--- src/rtl/dma_xfer_pkg.sv ---
package dma_xfer_pkg;

  localparam int unsigned ADDR_W     = 32;
  localparam int unsigned DATA_W     = 32;
  localparam int unsigned CNT_W      = 24;
  localparam int unsigned CNT_LIM_W  = 20;
  localparam int unsigned REGION_W   = 12;
  localparam int unsigned NUM_REGION = 4;

  typedef enum logic [1:0] {
    SZ_BYTE = 2'd0,
    SZ_HALF = 2'd1,
    SZ_WORD = 2'd2,
    SZ_RSVD = 2'd3
  } xfer_size_e;

  typedef enum logic [1:0] {
    ST_IDLE = 2'd0,
    ST_RD   = 2'd1,
    ST_WR   = 2'd2,
    ST_WAIT = 2'd3
  } eng_state_e;

  function automatic logic [2:0] size_bytes(xfer_size_e s);
    case (s)
      SZ_BYTE: return 3'd1;
      SZ_HALF: return 3'd2;
      default: return 3'd4;
    endcase
  endfunction

endpackage

--- src/rtl/dma_xfer_cfg_chk.sv ---
module dma_xfer_cfg_chk
  import dma_xfer_pkg::*;
#(
  parameter int unsigned CNT_W_P     = CNT_W,
  parameter int unsigned CNT_LIM_W_P = CNT_LIM_W,
  parameter int unsigned REGION_W_P  = REGION_W,
  parameter int unsigned NUM_REG_P   = NUM_REGION,
  parameter logic [NUM_REG_P-1:0][REGION_W_P-1:0] REGION_TAGS =
    {12'h400, 12'h200, 12'h1FF, 12'h000}
) (
  input  logic [CNT_W_P-1:0]    cnt_i,
  input  xfer_size_e            size_i,
  input  logic [REGION_W_P-1:0] src_region_i,
  input  logic [REGION_W_P-1:0] dst_region_i,
  output logic                  bad_o
);

  logic [NUM_REG_P-1:0] src_hit, dst_hit;

  for (genvar g = 0; g < NUM_REG_P; g++) begin : g_region
    assign src_hit[g] = (src_region_i == REGION_TAGS[g]);
    assign dst_hit[g] = (dst_region_i == REGION_TAGS[g]);
  end

  logic oversize, zero_cnt, misalign, bad_size;

  always_comb begin
    oversize = |cnt_i[CNT_W_P-1:CNT_LIM_W_P];
    zero_cnt = (cnt_i == '0);
    bad_size = (size_i == SZ_RSVD);
    case (size_i)
      SZ_HALF: misalign = cnt_i[0];
      SZ_WORD: misalign = |cnt_i[1:0];
      default: misalign = 1'b0;
    endcase
    bad_o = oversize | zero_cnt | misalign | bad_size | ~|src_hit | ~|dst_hit;
  end

endmodule

--- src/rtl/dma_xfer_addr.sv ---
module dma_xfer_addr #(
  parameter int unsigned AW = 32
) (
  input  logic          clk_i,
  input  logic          rst_ni,
  input  logic          load_i,
  input  logic [AW-1:0] load_addr_i,
  input  logic          step_i,
  input  logic          inc_i,
  input  logic [2:0]    step_bytes_i,
  output logic [AW-1:0] addr_o
);

  logic [AW-1:0] addr_q;

  always_ff @(posedge clk_i or negedge rst_ni) begin
    if (!rst_ni)                addr_q <= '0;
    else if (load_i)            addr_q <= load_addr_i;
    else if (step_i && inc_i)   addr_q <= addr_q + AW'(step_bytes_i);
  end

  assign addr_o = addr_q;

endmodule

--- src/rtl/dma_xfer_status.sv ---
module dma_xfer_status (
  input  logic clk_i,
  input  logic rst_ni,
  input  logic set_cfg_i,
  input  logic set_src_i,
  input  logic set_dst_i,
  input  logic set_fin_i,
  input  logic clr_i,
  input  logic auto_off_i,
  input  logic rqen_we_i,
  input  logic rqen_d_i,
  output logic done_o,
  output logic err_src_o,
  output logic err_dst_o,
  output logic err_cfg_o,
  output logic req_en_o
);

  logic done_q, src_q, dst_q, cfg_q, rqen_q;
  logic set_done;

  assign set_done = set_cfg_i | set_src_i | set_dst_i | set_fin_i;

  always_ff @(posedge clk_i or negedge rst_ni) begin
    if (!rst_ni) begin
      done_q <= 1'b0;
      src_q  <= 1'b0;
      dst_q  <= 1'b0;
      cfg_q  <= 1'b0;
      rqen_q <= 1'b0;
    end else begin
      // set wins over clear
      if (set_done)   done_q <= 1'b1;
      else if (clr_i) done_q <= 1'b0;
      if (set_src_i)  src_q  <= 1'b1;
      else if (clr_i) src_q  <= 1'b0;
      if (set_dst_i)  dst_q  <= 1'b1;
      else if (clr_i) dst_q  <= 1'b0;
      if (set_cfg_i)  cfg_q  <= 1'b1;
      else if (clr_i) cfg_q  <= 1'b0;
      if (set_done && auto_off_i) rqen_q <= 1'b0;
      else if (rqen_we_i)         rqen_q <= rqen_d_i;
    end
  end

  assign done_o    = done_q;
  assign err_src_o = src_q;
  assign err_dst_o = dst_q;
  assign err_cfg_o = cfg_q;
  assign req_en_o  = rqen_q;

endmodule

--- src/rtl/dma_xfer_eng.sv ---
module dma_xfer_eng
  import dma_xfer_pkg::*;
#(
  parameter int unsigned ADDR_W_P    = ADDR_W,
  parameter int unsigned DATA_W_P    = DATA_W,
  parameter int unsigned CNT_W_P     = CNT_W,
  parameter int unsigned CNT_LIM_W_P = CNT_LIM_W,
  parameter int unsigned REGION_W_P  = REGION_W,
  parameter int unsigned NUM_REG_P   = NUM_REGION,
  parameter logic [NUM_REG_P-1:0][REGION_W_P-1:0] REGION_TAGS =
    {12'h400, 12'h200, 12'h1FF, 12'h000},
  parameter logic [CNT_W_P-CNT_LIM_W_P-1:0] CNT_TAG = 4'hE
) (
  input  logic                  clk_i,
  input  logic                  rst_ni,
  input  logic [ADDR_W_P-1:0]   cfg_src_addr_i,
  input  logic [ADDR_W_P-1:0]   cfg_dst_addr_i,
  input  logic [1:0]            cfg_size_i,
  input  logic                  cfg_src_inc_i,
  input  logic                  cfg_dst_inc_i,
  input  logic                  cfg_steal_i,
  input  logic                  cfg_irq_en_i,
  input  logic                  cfg_auto_off_i,
  input  logic                  cnt_we_i,
  input  logic [CNT_W_P-1:0]    cnt_wdata_i,
  input  logic                  rqen_we_i,
  input  logic                  rqen_d_i,
  input  logic                  start_i,
  input  logic                  done_clr_i,
  input  logic                  periph_req_i,
  output logic                  rd_valid_o,
  output logic [ADDR_W_P-1:0]   rd_addr_o,
  input  logic                  rd_ready_i,
  input  logic [DATA_W_P-1:0]   rd_data_i,
  input  logic                  rd_err_i,
  output logic                  wr_valid_o,
  output logic [ADDR_W_P-1:0]   wr_addr_o,
  output logic [DATA_W_P-1:0]   wr_data_o,
  input  logic                  wr_ready_i,
  input  logic                  wr_err_i,
  output logic [1:0]            xfer_size_o,
  output logic [CNT_W_P-1:0]    cnt_o,
  output logic                  req_en_o,
  output logic                  busy_o,
  output logic                  pend_o,
  output logic                  done_o,
  output logic                  err_src_o,
  output logic                  err_dst_o,
  output logic                  err_cfg_o,
  output logic                  irq_o
);

  localparam int unsigned NUM_PTR = 2;
  localparam int unsigned TAG_W   = CNT_W_P - CNT_LIM_W_P;

  eng_state_e state_q, state_d;
  xfer_size_e size_q;
  logic       steal_q, sinc_q, dinc_q, start_q;
  logic [CNT_W_P-1:0]  cnt_q;
  logic [DATA_W_P-1:0] data_q;

  logic done, req_en, cfg_bad;
  logic trig_req, launch, go, cfg_fail;
  logic rd_ok, rd_bad, wr_ok, wr_bad, last, fin;
  logic [2:0] step_b;

  // trigger and launch
  assign trig_req = req_en & periph_req_i;
  assign launch   = (state_q == ST_IDLE) & ~done & (start_q | trig_req);
  assign go       = launch & ~cfg_bad;
  assign cfg_fail = launch & cfg_bad;

  assign step_b = size_bytes(size_q);
  assign rd_ok  = (state_q == ST_RD) & rd_ready_i & ~rd_err_i;
  assign rd_bad = (state_q == ST_RD) & rd_ready_i &  rd_err_i;
  assign wr_ok  = (state_q == ST_WR) & wr_ready_i & ~wr_err_i;
  assign wr_bad = (state_q == ST_WR) & wr_ready_i &  wr_err_i;
  assign last   = (cnt_q == CNT_W_P'(step_b));
  assign fin    = wr_ok & last;

  dma_xfer_cfg_chk #(
    .CNT_W_P     (CNT_W_P),
    .CNT_LIM_W_P (CNT_LIM_W_P),
    .REGION_W_P  (REGION_W_P),
    .NUM_REG_P   (NUM_REG_P),
    .REGION_TAGS (REGION_TAGS)
  ) u_cfg_chk (
    .cnt_i        (cnt_q),
    .size_i       (xfer_size_e'(cfg_size_i)),
    .src_region_i (cfg_src_addr_i[ADDR_W_P-1 -: REGION_W_P]),
    .dst_region_i (cfg_dst_addr_i[ADDR_W_P-1 -: REGION_W_P]),
    .bad_o        (cfg_bad)
  );

  // source (0) and destination (1) address pointers
  logic [NUM_PTR-1:0][ADDR_W_P-1:0] ptr_init, ptr_addr;
  logic [NUM_PTR-1:0]               ptr_inc;

  assign ptr_init[0] = cfg_src_addr_i;
  assign ptr_init[1] = cfg_dst_addr_i;
  assign ptr_inc[0]  = sinc_q;
  assign ptr_inc[1]  = dinc_q;

  for (genvar g = 0; g < NUM_PTR; g++) begin : g_ptr
    dma_xfer_addr #(.AW(ADDR_W_P)) u_addr (
      .clk_i        (clk_i),
      .rst_ni       (rst_ni),
      .load_i       (go),
      .load_addr_i  (ptr_init[g]),
      .step_i       (wr_ok),
      .inc_i        (ptr_inc[g]),
      .step_bytes_i (step_b),
      .addr_o       (ptr_addr[g])
    );
  end

  dma_xfer_status u_status (
    .clk_i      (clk_i),
    .rst_ni     (rst_ni),
    .set_cfg_i  (cfg_fail),
    .set_src_i  (rd_bad),
    .set_dst_i  (wr_bad),
    .set_fin_i  (fin),
    .clr_i      (done_clr_i),
    .auto_off_i (cfg_auto_off_i),
    .rqen_we_i  (rqen_we_i),
    .rqen_d_i   (rqen_d_i),
    .done_o     (done),
    .err_src_o  (err_src_o),
    .err_dst_o  (err_dst_o),
    .err_cfg_o  (err_cfg_o),
    .req_en_o   (req_en)
  );

  // channel sequencer
  always_comb begin
    state_d = state_q;
    case (state_q)
      ST_IDLE: if (go) state_d = ST_RD;
      ST_RD:   if (rd_ready_i) state_d = rd_err_i ? ST_IDLE : ST_WR;
      ST_WR: begin
        if (wr_ready_i) begin
          if (wr_err_i || last) state_d = ST_IDLE;
          else if (steal_q)     state_d = ST_WAIT;
          else                  state_d = ST_RD;
        end
      end
      ST_WAIT: if (trig_req) state_d = ST_RD;
      default: state_d = ST_IDLE;
    endcase
  end

  always_ff @(posedge clk_i or negedge rst_ni) begin
    if (!rst_ni) begin
      state_q <= ST_IDLE;
      size_q  <= SZ_BYTE;
      steal_q <= 1'b0;
      sinc_q  <= 1'b0;
      dinc_q  <= 1'b0;
    end else begin
      state_q <= state_d;
      if (go) begin
        size_q  <= xfer_size_e'(cfg_size_i);
        steal_q <= cfg_steal_i;
        sinc_q  <= cfg_src_inc_i;
        dinc_q  <= cfg_dst_inc_i;
      end
    end
  end

  // self-clearing start bit: consumed on the launch edge
  always_ff @(posedge clk_i or negedge rst_ni) begin
    if (!rst_ni)                                       start_q <= 1'b0;
    else if (launch)                                   start_q <= 1'b0;
    else if (start_i && state_q == ST_IDLE && !done)   start_q <= 1'b1;
  end

  // byte counter
  always_ff @(posedge clk_i or negedge rst_ni) begin
    if (!rst_ni)                                       cnt_q <= '0;
    else if (cnt_we_i && state_q == ST_IDLE && !launch) cnt_q <= cnt_wdata_i;
    else if (wr_ok)                                    cnt_q <= cnt_q - CNT_W_P'(step_b);
  end

  always_ff @(posedge clk_i or negedge rst_ni) begin
    if (!rst_ni)    data_q <= '0;
    else if (rd_ok) data_q <= rd_data_i;
  end

  logic cnt_in_range;
  assign cnt_in_range = ~|cnt_q[CNT_W_P-1:CNT_LIM_W_P];

  always_comb begin
    cnt_o = cnt_q;
    if (cnt_in_range) cnt_o = {TAG_W'(CNT_TAG), cnt_q[CNT_LIM_W_P-1:0]};
  end

  assign rd_valid_o  = (state_q == ST_RD);
  assign rd_addr_o   = ptr_addr[0];
  assign wr_valid_o  = (state_q == ST_WR);
  assign wr_addr_o   = ptr_addr[1];
  assign wr_data_o   = data_q;
  assign xfer_size_o = size_q;
  assign busy_o      = (state_q != ST_IDLE);
  assign pend_o      = trig_req & (state_q != ST_RD) & (state_q != ST_WR);
  assign done_o      = done;
  assign req_en_o    = req_en;
  assign irq_o       = done & cfg_irq_en_i;

endmodule

--- config.mk ---
export PLATFORM = sky130hd
export DESIGN_NAME = dma_xfer_eng
export DESIGN_NICKNAME = d
export VERILOG_FILES = /design/src/rtl/dma_xfer_pkg.sv /design/src/rtl/dma_xfer_cfg_chk.sv /design/src/rtl/dma_xfer_addr.sv /design/src/rtl/dma_xfer_status.sv /design/src/rtl/dma_xfer_eng.sv
export SDC_FILE = /design/constraint.sdc
export NUM_CORES = 1
export LEC_CHECK = 0
export BUFFER_PORTS_ARGS = -buffer_cell sky130_fd_sc_hd__buf_2
export CAP_MARGIN = 20
export CORE_ASPECT_RATIO = 0.8
export CORE_MARGIN = 4
export CORE_UTILIZATION = 45
export CTS_CLUSTER_SIZE = 12
export DETAILED_ROUTE_END_ITERATION = 7
export PLACE_DENSITY_LB_ADDON = 0.05
export SLEW_MARGIN = 20
export SYNTH_ARGS = -nofsm -noshare
export SYNTH_HDL_FRONTEND = slang
export SYNTH_SLANG_ARGS = --single-unit
--- constraint.sdc ---
create_clock -name clk_i -period 2.8 [get_ports clk_i]
set_clock_uncertainty 0.1 [all_clocks]
set_input_delay 0.14 -clock clk_i [delete_from_list [all_inputs] [get_ports clk_i]]
set_output_delay 0.14 -clock clk_i [all_outputs]
set_load 0.02 [all_outputs]
==> run summary, run 1 <==
* **last weighted congestion value of the routability-driven placer** 0.785
* **global routing usage summed across all routing layers** 0.245
* **Fill cells** 1176
* **fraction of synthesized cell area taken by the top area cell type** 0.466
* **final-report setup violation count** 0
* **WP data arrival** 2.92 ns
* **count of synthesis-stage warnings from yosys** 0
* **fraction of synthesis flops using an asynchronous set or reset pin** 1.00
* **status** complete, no violations
* **first-pass GRT wire length** 35000 µm
* **Setup CP Type** register to register
* **count of final hold-check violations** 0
* **post-route worst setup slack** 0.114 ns
* **CTS Sinks** 133
* **PD cells** 714 mW/mm²
* **pin count of the biggest net entering global routing** 58
* **RSZ-0062 raised after global routing** yes
* **postcts setup bufs** 0
* **number of buffers created by CTS** 17
* **Clock Pin Slew Worst Setup and Hold Paths** 0.06 ns
* **share of layout cells above drive strength 1** 0.341
* **Min Hold Slack** 0.00857 ns
* **Final Total Pwr** 7.60 mW
* **initial antenna violation count** 0
* **worst slack at placement** 0.0624 ns
* **number of maximum-capacitance constraint violations** 0
* **Min Clock Period, post-route** 2.69 ns
* **Std-Cell Core Area** 0.0153 mm²
* **via count of the first global-routing pass** 6855
* **net count of the mapped netlist** 894
* **static power due to leakage** 5.16 nW
* **hold endpoint** start_q
* **number of synthesized flops with an enable pin** 0
* **share of the clock period used by the worst path after layout** 0.959
* **number of remaining DRC errors** 0
* **cell at the root of the clock tree** sky130_fd_sc_hd__clkbuf_16
* **via density per instance** 5.00
* **first-pass iteration count of the detailed router** 5
* **Rel. slew slack** 0.395
* **Tightest Pin Transition** 0.904 ns
* **CP max stage delay** 0.58 ns
* **number of nets in the final layout** 1288
* **ANT nets after route** 0
* **critical path peak fanout** 18
* **worst hold path class** input pin to register
* **estimated wirelength of the detail-placed design** 15400 µm
* **Setup crit end kind** register
* **leading post-synthesis cells by cell area** sky130_fd_sc_hd__dfrtp_1 (47%), sky130_fd_sc_hd__a21oi_1 (6.4%), sky130_fd_sc_hd__xnor2_1 (5.5%), sky130_fd_sc_hd__mux2_2 (5.4%), sky130_fd_sc_hd__nor2_1 (5.0%)
* **top-count cell post-synth** sky130_fd_sc_hd__dfrtp_1
* **Synth Cell Area** 0.00714 mm²
* **Critical Path Source Type** register
* **worst skew pair latency** 0.42 ns
* **starting density of the core** 0.468
* **biggest area consumer among synthesized cells** sky130_fd_sc_hd__dfrtp_1
* **count of vias placed by the detailed router** 6769
* **worst reg-to-reg setup slack** 0.11 ns
* **hold-critical path depth** 4
* **Cells after Synth** 736
* **row count** 40
* **endpoint of the worst-slack reg-to-reg timing path** g_ptr[0].u_addr.addr_o[1]
* **Layout Area Growth over Synthesis** 49.0%
* **Remaining Overflow, GRT** 0
* **Worst R2R Path Depth** 8
* **final setup TNS** 0 ns
* **I/O pin cnt** 271
* **utilization after layout** 0.697
* **Die Y** 121 µm
* **wire length reported by the detailed router** 22000 µm
* **Commonest cells post-synth** sky130_fd_sc_hd__dfrtp_1 (133), sky130_fd_sc_hd__nor2_1 (96), sky130_fd_sc_hd__a21oi_1 (91)
* **area of all sequential standard cells** 0.00333 mm²
* **maximum ir drop on the vdd rail** 0.000701 V
* **multi-input logic area** 0.00348 mm²
* **max-slew violation count** 0
* **number of H-tree levels** 4
* **count of buffers from port buffering** 270
* **worst reg2reg path startpoint** cnt_q[18]
* **Avg Inst Size Synth** 9.70 µm²
* **synthesized flop and latch total** 133
* **largest buffer count on any clock path** 2
* **Yosys cell types** 45
* **number of DRC markers in iteration 0** 270
* **critical-path cell list** or3_1 -> or4_1 -> or4_4 -> nand4_4 -> buf_12 -> buf_8 -> nor2_1 -> a21oi_1
* **CP max stage cell** sky130_fd_sc_hd__or4_4
* **ys flop type** sky130_fd_sc_hd__dfrtp_1
* **TritonCTS clock tree** built
* **required time worst endpoint** 3.03 ns
* **Die Outline Area** 0.0180 mm²
* **Fmax** 372 MHz
* **hold_sp** periph_req_i
* **proportion of synthesized chip area in sequential cells** 0.466
* **Die W** 149 µm
* **Avg WL per Cell** 16.2 µm
power breakdown:
part	total, mW	switching, mW	internal, mW
registers	2.72	0.350	2.37
clock network	2.38	0.956	1.43
logic	2.49	1.41	1.08
total	7.60	2.72	4.88
worst max-delay path: cells and delay by family, from the launching register on:
kind | cells | cell delay, ns
buffers and inverters | 2 | 0.34
and+or+nand+nor | 5 | 1.63
DFF | 1 | 0.38
AOI/OAI and AO/OA | 1 | 0.15
worst max path at each step:
stage	startpoint	to	slack, ns	cells past startpoint
6_report	cnt_q[18]	g_ptr[0].u_addr.addr_o[1]	0.11	8
5_1_grt	xfer_size_o[1]	cnt_q[20]	-0.01	10
3_5_place_dp	cnt_q[18]	g_ptr[0].u_addr.addr_o[3]	0.06	8
4_1_cts	cnt_q[18]	g_ptr[0].u_addr.addr_o[1]	0.02	8
3_3_place_gp	cnt_q[14]	sinc_q	0.12	6
2_1_floorplan	state_q[0]	g_ptr[0].u_addr.addr_o[31]	0.07	8
cell families (layout without fill, tap and decap cells):
family / after synthesis / count (layout) / synth area share
XOR/XNOR: 76 / 76 / 0.0932
AO/OA/AOI/OAI: 120 / 120 / 0.0902
buffers and inverters: 73 / 480 / 0.0545
flip-flops: 133 / 133 / 0.466
other: 0 / 1 / 0
multiplexers: 45 / 45 / 0.0699
AND/OR/NAND/NOR: 270 / 270 / 0.190
adder cells (fa/ha/maj): 19 / 19 / 0.0364
placed cells by master (no fill, tap or decap), drive strengths merged, types with 31 or more instances in the layout:
cell type and n:
xnor2 45, nand2 35, nor2 96, mux2 39, dlygate4sd3 115, a21oi 91, buf 306, inv 32
xor2 31, dfrtp 133
through the flow:
stage                     instance area (µm²)  std cells
after CTS                               10600       1352
after detailed placement                 8800       1206
after global routing                    10600       1353
after global placement                   8800       1206
final                                   10600       1354
after floorplan                          7140        736
area by class of cell:
type                    count  share of cell area
flip-flops and latches    133               0.313
multi-input cells         530               0.327
well taps                 210              0.0247
diodes                      1            0.000235
clock buffers              17              0.0400
repair buffers            421               0.267
clock inverters            15              0.0185
inverters                  27             0.00953
sequential cells by signal (all words and copies together) (netlist names), 2 cells and up:
signal               flops
wr_data_o               32
cnt_q                   24
xfer_size_o              2
g_ptr.u_addr.addr_o     64
state_q                  2
metal layers:
| metal | global-route usage | part of all wire |
|---|---|---|
| met5 | 0 | 0 |
| met4 | 0.0795 | 0.017 |
| met3 | 0.0644 | 0.066 |
| met2 | 0.404 | 0.48 |
| met1 | 0.317 | 0.44 |
repair_timing:
action	CTS	global route
resized for setup	0	17
endpoints found under the hold margin	167	6
hold buffers	114	1
setup endpoints to repair	0	31
No activity file was read; power rests on OpenSTA's default activity.
==> inputs of run 2 (changes only) <==
--- a/config.mk
+++ b/config.mk
@@ -5,15 +5,16 @@
 export SDC_FILE = /design/constraint.sdc
 export NUM_CORES = 1
 export LEC_CHECK = 0
-export BUFFER_PORTS_ARGS = -buffer_cell sky130_fd_sc_hd__buf_2
 export CAP_MARGIN = 20
 export CORE_ASPECT_RATIO = 0.8
 export CORE_MARGIN = 4
-export CORE_UTILIZATION = 45
+export CORE_UTILIZATION = 55
 export CTS_CLUSTER_SIZE = 12
 export DETAILED_ROUTE_END_ITERATION = 7
+export DONT_BUFFER_PORTS = 1
 export PLACE_DENSITY_LB_ADDON = 0.05
 export SLEW_MARGIN = 20
 export SYNTH_ARGS = -nofsm -noshare
 export SYNTH_HDL_FRONTEND = slang
 export SYNTH_SLANG_ARGS = --single-unit
+export TNS_END_PERCENT = 20
==> run summary, run 2 (synthesis results as in run 1) <==
* **required time worst endpoint** 3.02 ns
* **share of the clock period used by the worst path after layout** 0.978
* **initial antenna violation count** 0
* **placed instance count** 914
* **global routing usage summed across all routing layers** 0.283
* **WP data arrival** 2.96 ns
* **Critical Path Source Type** register
* **Die W** 135 µm
* **CP max stage cell** sky130_fd_sc_hd__or4_4
* **via density per instance** 5.72
* **number of remaining DRC errors** 0
* **Setup crit end kind** register
* **ANT nets after route** 0
* **number of nets in the final layout** 1041
* **count of final hold-check violations** 133
* **count of vias placed by the detailed router** 6098
* **estimated wirelength of the detail-placed design** 14300 µm
* **Die Y** 110 µm
* **count of hold-fix buffers inserted at cts** 118
* **Final Cell Area** 0.00938 mm²
* **CP max stage delay** 0.57 ns
* **largest delay contributor family on the critical path** simple AND/OR/NAND/NOR gates
* **Clock Pin Slew Worst Setup and Hold Paths** 0.06 ns
* **number of buffers created by CTS** 17
* **critical path peak fanout** 12
* **commonest non-fill, non-tap cells in the layout** sky130_fd_sc_hd__dfrtp_1 (133), sky130_fd_sc_hd__dlygate4sd3_1 (118), sky130_fd_sc_hd__nor2_1 (93)
* **largest buffer count on any clock path** 2
* **worst skew pair latency** 0.42 ns
* **Layout Area Growth over Synthesis** 31.4%
* **Die Outline Area** 0.0149 mm²
* **share of layout cells above drive strength 1** 0.156
* **Critical Path Most Common Cell** sky130_fd_sc_hd__or4_4
* **row count** 36
* **first-pass iteration count of the detailed router** 7
* **last weighted congestion value of the routability-driven placer** 0.853
* **critical-path cell list** or3_1 -> or4_4 -> or4_4 -> nand4_4 -> buf_12 -> buf_4 -> nor2_1 -> a21oi_1
* **Rel. slew slack** 0.452
* **Setup CP Type** register to register
* **final-report setup violation count** 0
* **count of buffers from port buffering** 0
* **worst slack at placement** 0.0243 ns
* **TritonCTS clock tree** built
* **first-pass GRT wire length** 32700 µm
* **Std-Cell Core Area** 0.0124 mm²
* **max-slew violation count** 0
* **Avg WL per Cell** 19.9 µm
* **pin count of the biggest net entering global routing** 134
* **number of flip-flops in the largest register** 64
* **number of maximum-capacitance constraint violations** 0
* **number of H-tree levels** 4
* **number of DRC markers in iteration 0** 336
* **via count of the first global-routing pass** 6379
* **post-route worst setup slack** 0.0628 ns
* **wire length reported by the detailed router** 21200 µm
* **I/O pin cnt** 271
* **maximum ir drop on the vdd rail** 0.000697 V
* **CTS Sinks** 133
* **Final Total Pwr** 6.93 mW
* **static power due to leakage** 4.10 nW
* **Tightest Pin Transition** 0.815 ns
* **Fmax** 365 MHz
* **starting density of the core** 0.574
* **Layout Cells excl Fill** 1067
* **status** complete, but fails checks
* **cell at the root of the clock tree** sky130_fd_sc_hd__clkbuf_16
* **violations in the final reports** hold timing
* **total inserted antenna cells** 0
* **RSZ-0062 raised after global routing** yes
* **worst path buffer plus inverter count** 2
* **post-detailed-placement cell area** 0.00754 mm²
* **Remaining Overflow, GRT** 0
* **Min Clock Period, post-route** 2.74 ns
* **most frequent standard cell in the layout excluding fill and tap cells** sky130_fd_sc_hd__dfrtp_1
* **Min Hold Slack** -0.687 ns
* **PD cells** 738 mW/mm²
* **worst hold path class** input pin to async pin
[run 2: changes by cell type in the layout (fill, tap and decap cells not counted), sizes merged]
cell | before | now
buf | 306 | 55
dlygate4sd3 | 115 | 118
bufinv | 3 | 1
clkbuf | 17 | 19
clkinv | 4 | 6
inv | 32 | 30
clkinvlp | 3 | 4
diode | 1 | 0
[run 2: power breakdown]
part	leakage, nW	internal (mW)	switching, mW
Combinational	2.14	0.805	0.811
Sequential	1.69	2.37	0.820
Clock	0.269	1.25	0.875
[run 2: repair_timing]
action	4_1_cts	5_1_grt
buffers inserted	0	2
gates resized for setup	1	15
cloned	0	1
setup endpoints to repair	1	54
hold endpoints to repair	263	133
pin swaps	0	2
[run 2: metal layers]
| layer | up-vias | GRT usage | share of wire | wire length (µm) |
|---|---|---|---|---|
| li1 | 2843 | - | - | - |
| met4 | 0 | 0.107 | 0.029 | 613 |
| met2 | 270 | 0.498 | 0.51 | 10800 |
| met3 | 53 | 0.105 | 0.094 | 1990 |
| met5 | - | 0 | 0 | 0 |
| met1 | 2932 | 0.314 | 0.37 | 7850 |
[run 2: path summary, 6_finish.rpt]
path | slack [ns] | end | startpoint | cells after the start
max | 0.06 | g_ptr[1].u_addr.addr_o[16] | cnt_q[18] | 8
min | -0.69 | g_ptr[0].u_addr.addr_o[11] | rst_ni | 0
max reg2reg | 0.06 | g_ptr[1].u_addr.addr_o[16] | cnt_q[18] | 8
min reg2reg | 0.40 | steal_q | steal_q | 1
max in group asynchronous | 3.10 | cnt_q[13] | rst_ni | 0
min in group clk_i | 0.03 | u_status.req_en_o | rd_ready_i | 3
[run 2: cell type report]
type / instances / area, µm²
timing repair buffer: 174 / 1690
sequential: 133 / 3330
clock inverter: 14 / 128
fill: 870 / 3050
clock buffer: 18 / 439
tap: 171 / 214
multi-input combinational: 530 / 3480
inverter: 27 / 101
[run 2: through the flow]
stage,setup TNS (ns),utilization,hold WS (ns)
6_report,0,0.755,-0.687
5_1_grt,-0.112,0.755,-0.706
4_1_cts,0,0.747,-0.705
3_5_place_dp,0,0.606,-0.252
3_3_place_gp,0,0.606,-0.252
2_1_floorplan,0,-,-0.256
